File: src/rtl/cla_pkg.sv
package cla_pkg;
    localparam int SLICE_W   = 4;
    localparam int LA_GROUPS = 4;
    localparam int BLOCK_W   = SLICE_W * LA_GROUPS;
endpackage

File: src/rtl/cla_slice4.sv
module cla_slice4
    import cla_pkg::*;
(
    input  logic [SLICE_W-1:0] a,
    input  logic [SLICE_W-1:0] b,
    input  logic               c_in,
    output logic [SLICE_W-1:0] s,
    output logic               gen_n,
    output logic               prop_n
);
    logic [SLICE_W-1:0] bit_p;
    logic [SLICE_W-1:0] bit_g;
    logic [SLICE_W:0]   chain;
    logic [SLICE_W:0]   chain0;

    always_comb begin
        bit_p     = a ^ b;
        bit_g     = a & b;
        chain[0]  = c_in;
        chain0[0] = 1'b0;
        for (int i = 0; i < SLICE_W; i++) begin
            chain[i+1]  = bit_g[i] | (bit_p[i] & chain[i]);
            chain0[i+1] = bit_g[i] | (bit_p[i] & chain0[i]);
        end
        s      = bit_p ^ chain[SLICE_W-1:0];
        gen_n  = ~chain0[SLICE_W];
        prop_n = ~(&bit_p);
    end
endmodule

File: src/rtl/cla_lookahead4.sv
module cla_lookahead4
    import cla_pkg::*;
(
    input  logic [LA_GROUPS-1:0] grp_gen_n,
    input  logic [LA_GROUPS-1:0] grp_prop_n,
    input  logic                 c_in,
    output logic [LA_GROUPS-2:0] c_grp,
    output logic                 blk_gen_n,
    output logic                 blk_prop_n
);
    logic [LA_GROUPS-1:0] g;
    logic [LA_GROUPS-1:0] p;
    logic                 acc;
    logic                 prod;

    // Flattened sum-of-products: every carry is two gate levels from the inputs.
    always_comb begin
        g = ~grp_gen_n;
        p = ~grp_prop_n;
        for (int k = 1; k < LA_GROUPS; k++) begin
            acc = 1'b0;
            for (int j = 0; j < k; j++) begin
                prod = g[j];
                for (int m = j + 1; m < k; m++) prod = prod & p[m];
                acc = acc | prod;
            end
            prod = c_in;
            for (int m = 0; m < k; m++) prod = prod & p[m];
            c_grp[k-1] = acc | prod;
        end
        acc = 1'b0;
        for (int j = 0; j < LA_GROUPS; j++) begin
            prod = g[j];
            for (int m = j + 1; m < LA_GROUPS; m++) prod = prod & p[m];
            acc = acc | prod;
        end
        blk_gen_n  = ~acc;
        blk_prop_n = ~(&p);
    end
endmodule

File: src/rtl/cla_adder_wide.sv
module cla_adder_wide
    import cla_pkg::*;
#(
    parameter int WIDTH  = 32,
    parameter int LEVELS = 1
) (
    input  logic [WIDTH-1:0] op_a,
    input  logic [WIDTH-1:0] op_b,
    input  logic             carry_in,
    output logic [WIDTH-1:0] sum,
    output logic             carry_out
);
    localparam int SLICES  = WIDTH / SLICE_W;
    localparam int BLOCKS  = (SLICES + LA_GROUPS - 1) / LA_GROUPS;
    localparam int PSLICES = BLOCKS * LA_GROUPS;

    logic [PSLICES-1:0]           l_gen_n;
    logic [PSLICES-1:0]           l_prop_n;
    logic [BLOCKS-1:0]            b_gen_n;
    logic [BLOCKS-1:0]            b_prop_n;
    logic [BLOCKS:0]              blk_cin;
    logic [BLOCKS*(LA_GROUPS-1)-1:0] lk_c;

    assign blk_cin[0] = carry_in;

    for (genvar s = 0; s < PSLICES; s++) begin : g_slice
        if (s < SLICES) begin : g_real
            logic sc;
            if (s % LA_GROUPS == 0) begin : g_head
                assign sc = blk_cin[s / LA_GROUPS];
            end else begin : g_inner
                assign sc = lk_c[(s / LA_GROUPS) * (LA_GROUPS - 1) + (s % LA_GROUPS) - 1];
            end
            cla_slice4 u_slice (
                .a      (op_a[s*SLICE_W +: SLICE_W]),
                .b      (op_b[s*SLICE_W +: SLICE_W]),
                .c_in   (sc),
                .s      (sum[s*SLICE_W +: SLICE_W]),
                .gen_n  (l_gen_n[s]),
                .prop_n (l_prop_n[s])
            );
        end else begin : g_pad
            // Empty position: pass the carry straight through.
            assign l_gen_n[s]  = 1'b1;
            assign l_prop_n[s] = 1'b0;
        end
    end

    for (genvar k = 0; k < BLOCKS; k++) begin : g_block
        cla_lookahead4 u_la (
            .grp_gen_n  (l_gen_n[k*LA_GROUPS +: LA_GROUPS]),
            .grp_prop_n (l_prop_n[k*LA_GROUPS +: LA_GROUPS]),
            .c_in       (blk_cin[k]),
            .c_grp      (lk_c[k*(LA_GROUPS-1) +: (LA_GROUPS-1)]),
            .blk_gen_n  (b_gen_n[k]),
            .blk_prop_n (b_prop_n[k])
        );
    end

    if (LEVELS == 1) begin : g_ripple
        for (genvar k = 0; k < BLOCKS; k++) begin : g_hop
            assign blk_cin[k+1] = ~b_gen_n[k] | (~b_prop_n[k] & blk_cin[k]);
        end
    end else begin : g_second
        logic [LA_GROUPS-1:0] t_gen_n;
        logic [LA_GROUPS-1:0] t_prop_n;
        logic [LA_GROUPS-2:0] t_c;
        logic                 t_g_n;
        logic                 t_p_n;
        for (genvar k = 0; k < LA_GROUPS; k++) begin : g_tin
            if (k < BLOCKS) begin : g_used
                assign t_gen_n[k]  = b_gen_n[k];
                assign t_prop_n[k] = b_prop_n[k];
            end else begin : g_empty
                assign t_gen_n[k]  = 1'b1;
                assign t_prop_n[k] = 1'b0;
            end
        end
        cla_lookahead4 u_la_top (
            .grp_gen_n  (t_gen_n),
            .grp_prop_n (t_prop_n),
            .c_in       (carry_in),
            .c_grp      (t_c),
            .blk_gen_n  (t_g_n),
            .blk_prop_n (t_p_n)
        );
        for (genvar k = 1; k < BLOCKS; k++) begin : g_bc
            assign blk_cin[k] = t_c[k-1];
        end
        assign blk_cin[BLOCKS] = ~t_g_n | (~t_p_n & carry_in);
    end

    assign carry_out = blk_cin[BLOCKS];
endmodule

File: config.mk
export PLATFORM = sky130hd
export DESIGN_NAME = cla_adder_wide
export DESIGN_NICKNAME = d
export VERILOG_FILES = /design/src/rtl/cla_pkg.sv /design/src/rtl/cla_slice4.sv /design/src/rtl/cla_lookahead4.sv /design/src/rtl/cla_adder_wide.sv
export SDC_FILE = /design/constraint.sdc
export NUM_CORES = 1
export LEC_CHECK = 0
export ABC_AREA = 1
export CAP_MARGIN = 5
export CORE_ASPECT_RATIO = 1.4
export CORE_MARGIN = 5
export CORE_UTILIZATION = 30
export DETAILED_ROUTE_END_ITERATION = 8
export GPL_TIMING_DRIVEN = 1
export PLACE_DENSITY_LB_ADDON = 0.2
export SETUP_SLACK_MARGIN = 0.05
export SYNTH_ARGS = -nofsm -noshare
export SYNTH_HDL_FRONTEND = slang
export SYNTH_SLANG_ARGS = --single-unit
File: constraint.sdc
create_clock -name vclk -period 6.3
set_input_delay 0.63 -clock vclk [all_inputs]
set_output_delay 0.63 -clock vclk [all_outputs]
set_load 0.02 [all_outputs]
# Word level (Yosys, flattened, before mapping)
# Index checks and enable logic that the tools add are counted.
[classes]
reduce_logical = 10
bitwise_logic = 180
[ops]
columns = ["operator", "count"]
rows = [
  ["1-bit bitwise AND", 68],
  ["1-bit OR", 68],
  ["4-bit bitwise XOR", 16],
  ["4-bit AND reduction", 10],
  ["4-bit bitwise AND", 8],
  ["1-bit NOT", 16],
  ["4-bit NOT", 4],
]
[totals]
register_bits = 0
word_cells = 190
output_inout_bits = 33
inputBits = 65

# Logic depth before layout (Yosys ltp)
[depth]
word_depth = 27
depth_mapped = 17
ltp_nobuf = 17

# Cells and area by module
# A second synthesis with hierarchy kept.
[unflattened]
hier_cells = 207
hier_area_um2 = 1619.1
[modules_own_cells]
columns = ["mod", "area_per_inst_um2", "n_inst", "seq_area_each_um2", "cells_per_inst"]
rows = [
  ["cla_slice4 at g_slice[0].g_real.u_slice ...", 177.7, 3, 0.0, 22],
  ["cla_slice4 at g_slice[1].g_real.u_slice ...", 175.2, 3, 0.0, 19],
  ["cla_slice4 at g_slice[6].g_real.u_slice ...", 182.7, 2, 0.0, 22],
  ["cla_lookahead4", 85.1, 2, 0.0, 17],
  ["cla_adder_wide", 25.0, 1, 0.0, 6],
]

# Worst setup path before layout
# Ideal clock, no wire load.
[synth_path]
kind = "input to output"
startpoint = "input op_a[11]"
endpoint = "output sum[23]"
path_slack_ns = 2.542
cell_stages = 14
arrival_ns = 3.128
n_path_buf = 0
path_cell_list = "ha_1 -> nand2_1 -> nor2_4 -> nand2_1 -> nor2_1 -> nor2_1 -> nand2_1 -> inv_2 -> nand2_4 -> a21o_2 -> fa_1 -> fa_1 -> fa_1 -> xor2_1"
[synth_between]
elab_chain_cells = 19
elab_cells_between_ends = 29
[synth_rtl]
columns = ["item", "line", "source"]
rows = [
  ["from (decl)", "cla_adder_wide.sv:7", "input logic [WIDTH-1:0] op_a,"],
  ["4-bit bitwise XOR", "cla_slice4.sv:17", "bit_p = a ^ b;"],
  ["4-bit AND reduction", "cla_slice4.sv:27", "prop_n = ~(&bit_p);"],
  ["1-bit NOT", "cla_slice4.sv:27", ""],
  ["4-bit NOT", "cla_lookahead4.sv:19", "p = ~grp_prop_n;"],
  ["1-bit bitwise AND (2 in series)", "cla_lookahead4.sv:34", "for (int m = j + 1; m < LA_GROUPS; m++) prod = prod & p[m];"],
  ["1-bit OR (3 in series)", "cla_lookahead4.sv:35", "acc = acc | prod;"],
  ["1-bit OR (*)", "cla_adder_wide.sv:62", "assign blk_cin[k+1] = ~b_gen_n[k] | (~b_prop_n[k] & blk_cin[k]);"],
  ["1-bit bitwise AND (*)", "cla_lookahead4.sv:28", "for (int m = 0; m < k; m++) prod = prod & p[m];"],
  ["1-bit OR (*)", "cla_lookahead4.sv:29", "c_grp[k-1] = acc | prod;"],
  ["1-bit bitwise AND (*)", "cla_slice4.sv:22", "chain[i+1] = bit_g[i] | (bit_p[i] & chain[i]);"],
  ["1-bit OR (*)", "cla_slice4.sv:22", ""],
  ["1-bit bitwise AND (*)", "cla_slice4.sv:22", ""],
  ["1-bit OR (*)", "cla_slice4.sv:22", ""],
  ["1-bit bitwise AND (*)", "cla_slice4.sv:22", ""],
  ["1-bit OR (*)", "cla_slice4.sv:22", ""],
  ["4-bit bitwise XOR (*)", "cla_slice4.sv:25", "s = bit_p ^ chain[SLICE_W-1:0];"],
  ["to (decl)", "cla_adder_wide.sv:10", "output logic [WIDTH-1:0] sum,"],
]
# Mark *: on every way between the ends. The rest lies on a longest branch, timed or not.

# Worst setup path after layout
[layout_path]
startpoint = "input op_a[21]"
endpoint = "output sum[31]"
[layout_between]
elab_chain_cells = 20
elab_cells_between_ends = 28
[layout_rtl]
columns = ["item", "line", "source"]
rows = [
  ["4-bit bitwise XOR", "cla_slice4.sv:17", ""],
  ["1-bit bitwise AND", "cla_slice4.sv:23", "chain0[i+1] = bit_g[i] | (bit_p[i] & chain0[i]);"],
  ["1-bit OR", "cla_slice4.sv:23", ""],
  ["1-bit bitwise AND", "cla_slice4.sv:23", ""],
  ["1-bit OR", "cla_slice4.sv:23", ""],
  ["1-bit bitwise AND", "cla_slice4.sv:23", ""],
  ["1-bit OR", "cla_slice4.sv:23", ""],
  ["1-bit NOT", "cla_slice4.sv:26", "gen_n = ~chain0[SLICE_W];"],
  ["[... 4 more ...]", "n/a", ""],
  ["1-bit OR (*)", "cla_lookahead4.sv:29", ""],
  ["1-bit bitwise AND (*)", "cla_slice4.sv:22", ""],
  ["1-bit OR (*)", "cla_slice4.sv:22", ""],
  ["1-bit bitwise AND (*)", "cla_slice4.sv:22", ""],
  ["1-bit OR (*)", "cla_slice4.sv:22", ""],
  ["1-bit bitwise AND (*)", "cla_slice4.sv:22", ""],
  ["1-bit OR (*)", "cla_slice4.sv:22", ""],
  ["4-bit bitwise XOR (*)", "cla_slice4.sv:25", ""],
]
# Marked as above.

==> impl_results.rst <==
.. list-table::
   :header-rows: 1

   * - Metric
     - Value
   * - Worst setup SP type
     - input port
   * - Final hold slack
     - 2.47 ns
   * - Overflow after GRT
     - 0
   * - Post-CTS setup buffer count
     - 0
   * - Capturing element type of the critical path
     - primary output
   * - Core Box Area
     - 4800 sq um
   * - Critical Path RT
     - ~5.7 ns
   * - Wire length of the first global-routing pass
     - 6.56 mm
   * - Slowest cell on the critical path
     - sky130_fd_sc_hd__clkdlybuf4s50_1
   * - Vias in the first global route
     - 1,583
   * - Category of the critical setup timing path
     - in2out
   * - Sequential element share of the synthesized area
     - 0%
   * - Maximum number of pins on one net before global-route repair
     - 6
   * - Accumulated negative setup slack
     - 0 ns
   * - Number of ports placed on the die boundary
     - 98
   * - Layout cells sized above 1
     - 3.56%
   * - Routability-driven placement congestion ratio
     - 0.716
   * - Maximum resistive drop on vdd
     - 61.4 uV
   * - Syn_nets
     - 304
   * - Leading area contributor after synthesis
     - sky130_fd_sc_hd__fa_1
   * - Violation count after the first detailed-route iteration
     - 23
   * - Post-route DRC violation count
     - 0
   * - Area growth from synthesis to layout
     - 71.9%
   * - Top cell type's share of synthesized area
     - 32.5%
   * - Transition time at the pin with the least slew margin
     - about 0.25 ns
   * - Fmax
     - 0.210 GHz
   * - Antenna violations before repair
     - 0
   * - Vias per cell
     - 4.42
   * - Crit-path cells
     - clkdlybuf4s50_1 -> ha_1 -> a21oi_1 -> nor2_1 -> o21ai_0 -> nand2_1 -> a211oi_1 -> nand2_1 -> fa_1 -> fa_1 -> fa_1 -> xor2_1 -> clkdlybuf4s50_1
   * - X dimension of the die
     - 69.3 um
   * - IO Port Bufs
     - 98
   * - Post-synthesis cell area
     - 1480 sq um
   * - Filler instances
     - 514
   * - Post-route worst setup slack
     - approximately 1.5 ns
   * - Max-cap violations
     - 0
   * - Most frequent cells after synthesis
     - 45 x sky130_fd_sc_hd__nand2_1, 32 x sky130_fd_sc_hd__ha_1, 30 x sky130_fd_sc_hd__inv_1
   * - Vias post-DR
     - 1,524
   * - Tot GR Track Use
     - 11.7%
   * - Clock buf count
     - 0
   * - Initial Util
     - 30.7%
   * - Most frequently used cell type in the post-synthesis netlist
     - sky130_fd_sc_hd__nand2_1
   * - Number of standard-cell rows in the floorplan
     - 30
   * - Final setup violation count
     - 0
   * - Min Clock Period, post-route
     - 4.77 ns
   * - Die height
     - a little over 90 um
   * - Flip-flop and latch area
     - 0 sq um
   * - Half-perimeter wire length of the detailed placement result
     - 3.69 mm
   * - Fraction of the cycle the final worst path needs
     - about three quarters
   * - Mean instance size in the synthesized netlist
     - about 8.1 sq um
   * - Crit path largest cell delay
     - 0.62 ns
   * - Cell variety after synth
     - 21
   * - Unrepaired setup endpoints after global routing
     - false
   * - Count of cells resized by post-cts repair
     - 0
   * - Total Routed Length
     - 3.82 mm
   * - Critical path data arrival time
     - 4.14 ns
   * - Number of max-slew violations in the final report
     - 0
   * - Critical-path maximum fanout
     - 3
   * - Number of optimization iterations in the first detailed-route pass
     - 4
   * - FF+latch count
     - 0
   * - Worst slew margin
     - 83.2%
   * - Post-DRT Antenna Nets
     - 0
   * - Post-route standard cell area excluding fillers
     - between 2000 and 3000 sq um
   * - Class of the tightest hold or removal check
     - in2out
   * - Area of placed instances
     - 2540 sq um
   * - Final-report hold violation count
     - 0
   * - Synthesized instance count
     - 183
   * - Top area cells in the synthesized netlist
     - sky130_fd_sc_hd__fa_1 33%, sky130_fd_sc_hd__ha_1 27%, sky130_fd_sc_hd__nand2_1 11%, sky130_fd_sc_hd__inv_1 7.6%, sky130_fd_sc_hd__xor2_1 4.2%
   * - Post-layout net count
     - 404
   * - Final core utilization
     - 52.8%
   * - Critical Path Most Common Cell
     - sky130_fd_sc_hd__fa_1
   * - Power per unit of standard cell area
     - between 100 and 150 nW/um^2
   * - Outcome
     - complete, no violations
   * - Full die area
     - ~6400 sq um
   * - Count of yosys warnings during synthesis
     - 0
   * - Average detailed-routed wire length per instance
     - 11.1 um
   * - Number of buffers inserted for hold repair after clock tree synthesis
     - 0
   * - Ant diodes
     - 0
   * - Pre-CTS setup slack
     - 1.51 ns
   * - Lkg Pwr
     - 1.19 nW
[kinds of logic after synthesis]
logic type / after synthesis / synth area share [%]
compound gates: 13 / 5.00
xor+xnor: 8 / 4.75
fa+ha+maj: 56 / 59.7
buf+inv: 31 / 7.88
simple gates: 75 / 22.7
[final cells by class]
type	count	area (sq um)	share of cell area, %
multi-input combinational	152	1360	53.6
tap	64	80.1	3.16
timing repair buffer	98	981	38.7
inverter	31	116	4.59
[per-stage QoR]
stage               instances  power (W)
finish                    345   0.000301
global route              345   0.000332
CTS                       345   0.000307
detailed placement        345   0.000306
global placement          345   0.000304
floorplan                 183   0.000164
[per-layer routing]
metal / up-vias / share of wire (%) / GRT usage, %
li1: 781 / - / -
met1: 690 / 34 / 11.8
met2: 51 / 58 / 25.2
met3: 2 / 7.5 / 2.37
met4: 0 / 0.24 / 0.326
met5: - / 0 / 0
[power breakdown]
| part | internal, W | switching (W) | leakage, nW |
|---|---|---|---|
| sequential | 0 | 0 | 0 |
| clock | 0 | 0 | 0 |
| combinational | 0.000155 | 0.000146 | 1.19 |
| total | 0.000155 | 0.000146 | 1.19 |
[cells in the final DEF (no fill, tap or decap), types with 2 or more instances in the layout]
cell type | synthesis | routed
sky130_fd_sc_hd__a21oi_1 | 7 | 7
sky130_fd_sc_hd__fa_1 | 24 | 24
sky130_fd_sc_hd__ha_1 | 32 | 32
sky130_fd_sc_hd__nor2_1 | 7 | 7
sky130_fd_sc_hd__o21ai_0 | 2 | 2
sky130_fd_sc_hd__nand2_1 | 45 | 45
sky130_fd_sc_hd__nand4_1 | 4 | 4
sky130_fd_sc_hd__clkdlybuf4s50_1 | 0 | 98
sky130_fd_sc_hd__nand3_1 | 11 | 11
sky130_fd_sc_hd__inv_1 | 30 | 30
sky130_fd_sc_hd__nor2_2 | 4 | 4
sky130_fd_sc_hd__xor2_1 | 7 | 7
[path summary, 6_finish.rpt]
path	from	to	cells past startpoint
max	op_a[21]	sum[31]	13
min	carry_in	sum[0]	5
[critical path: cells and delay by family]
family,cells,cell delay (ns)
adders and majority gates,4,1.48
xor gates and xnor gates,1,0.14
AOI/OAI and AO/OA,3,0.53
and+or+nand+nor,3,0.28
buffers and inverters,2,1.07
Power figures use the tool's default switching activity.
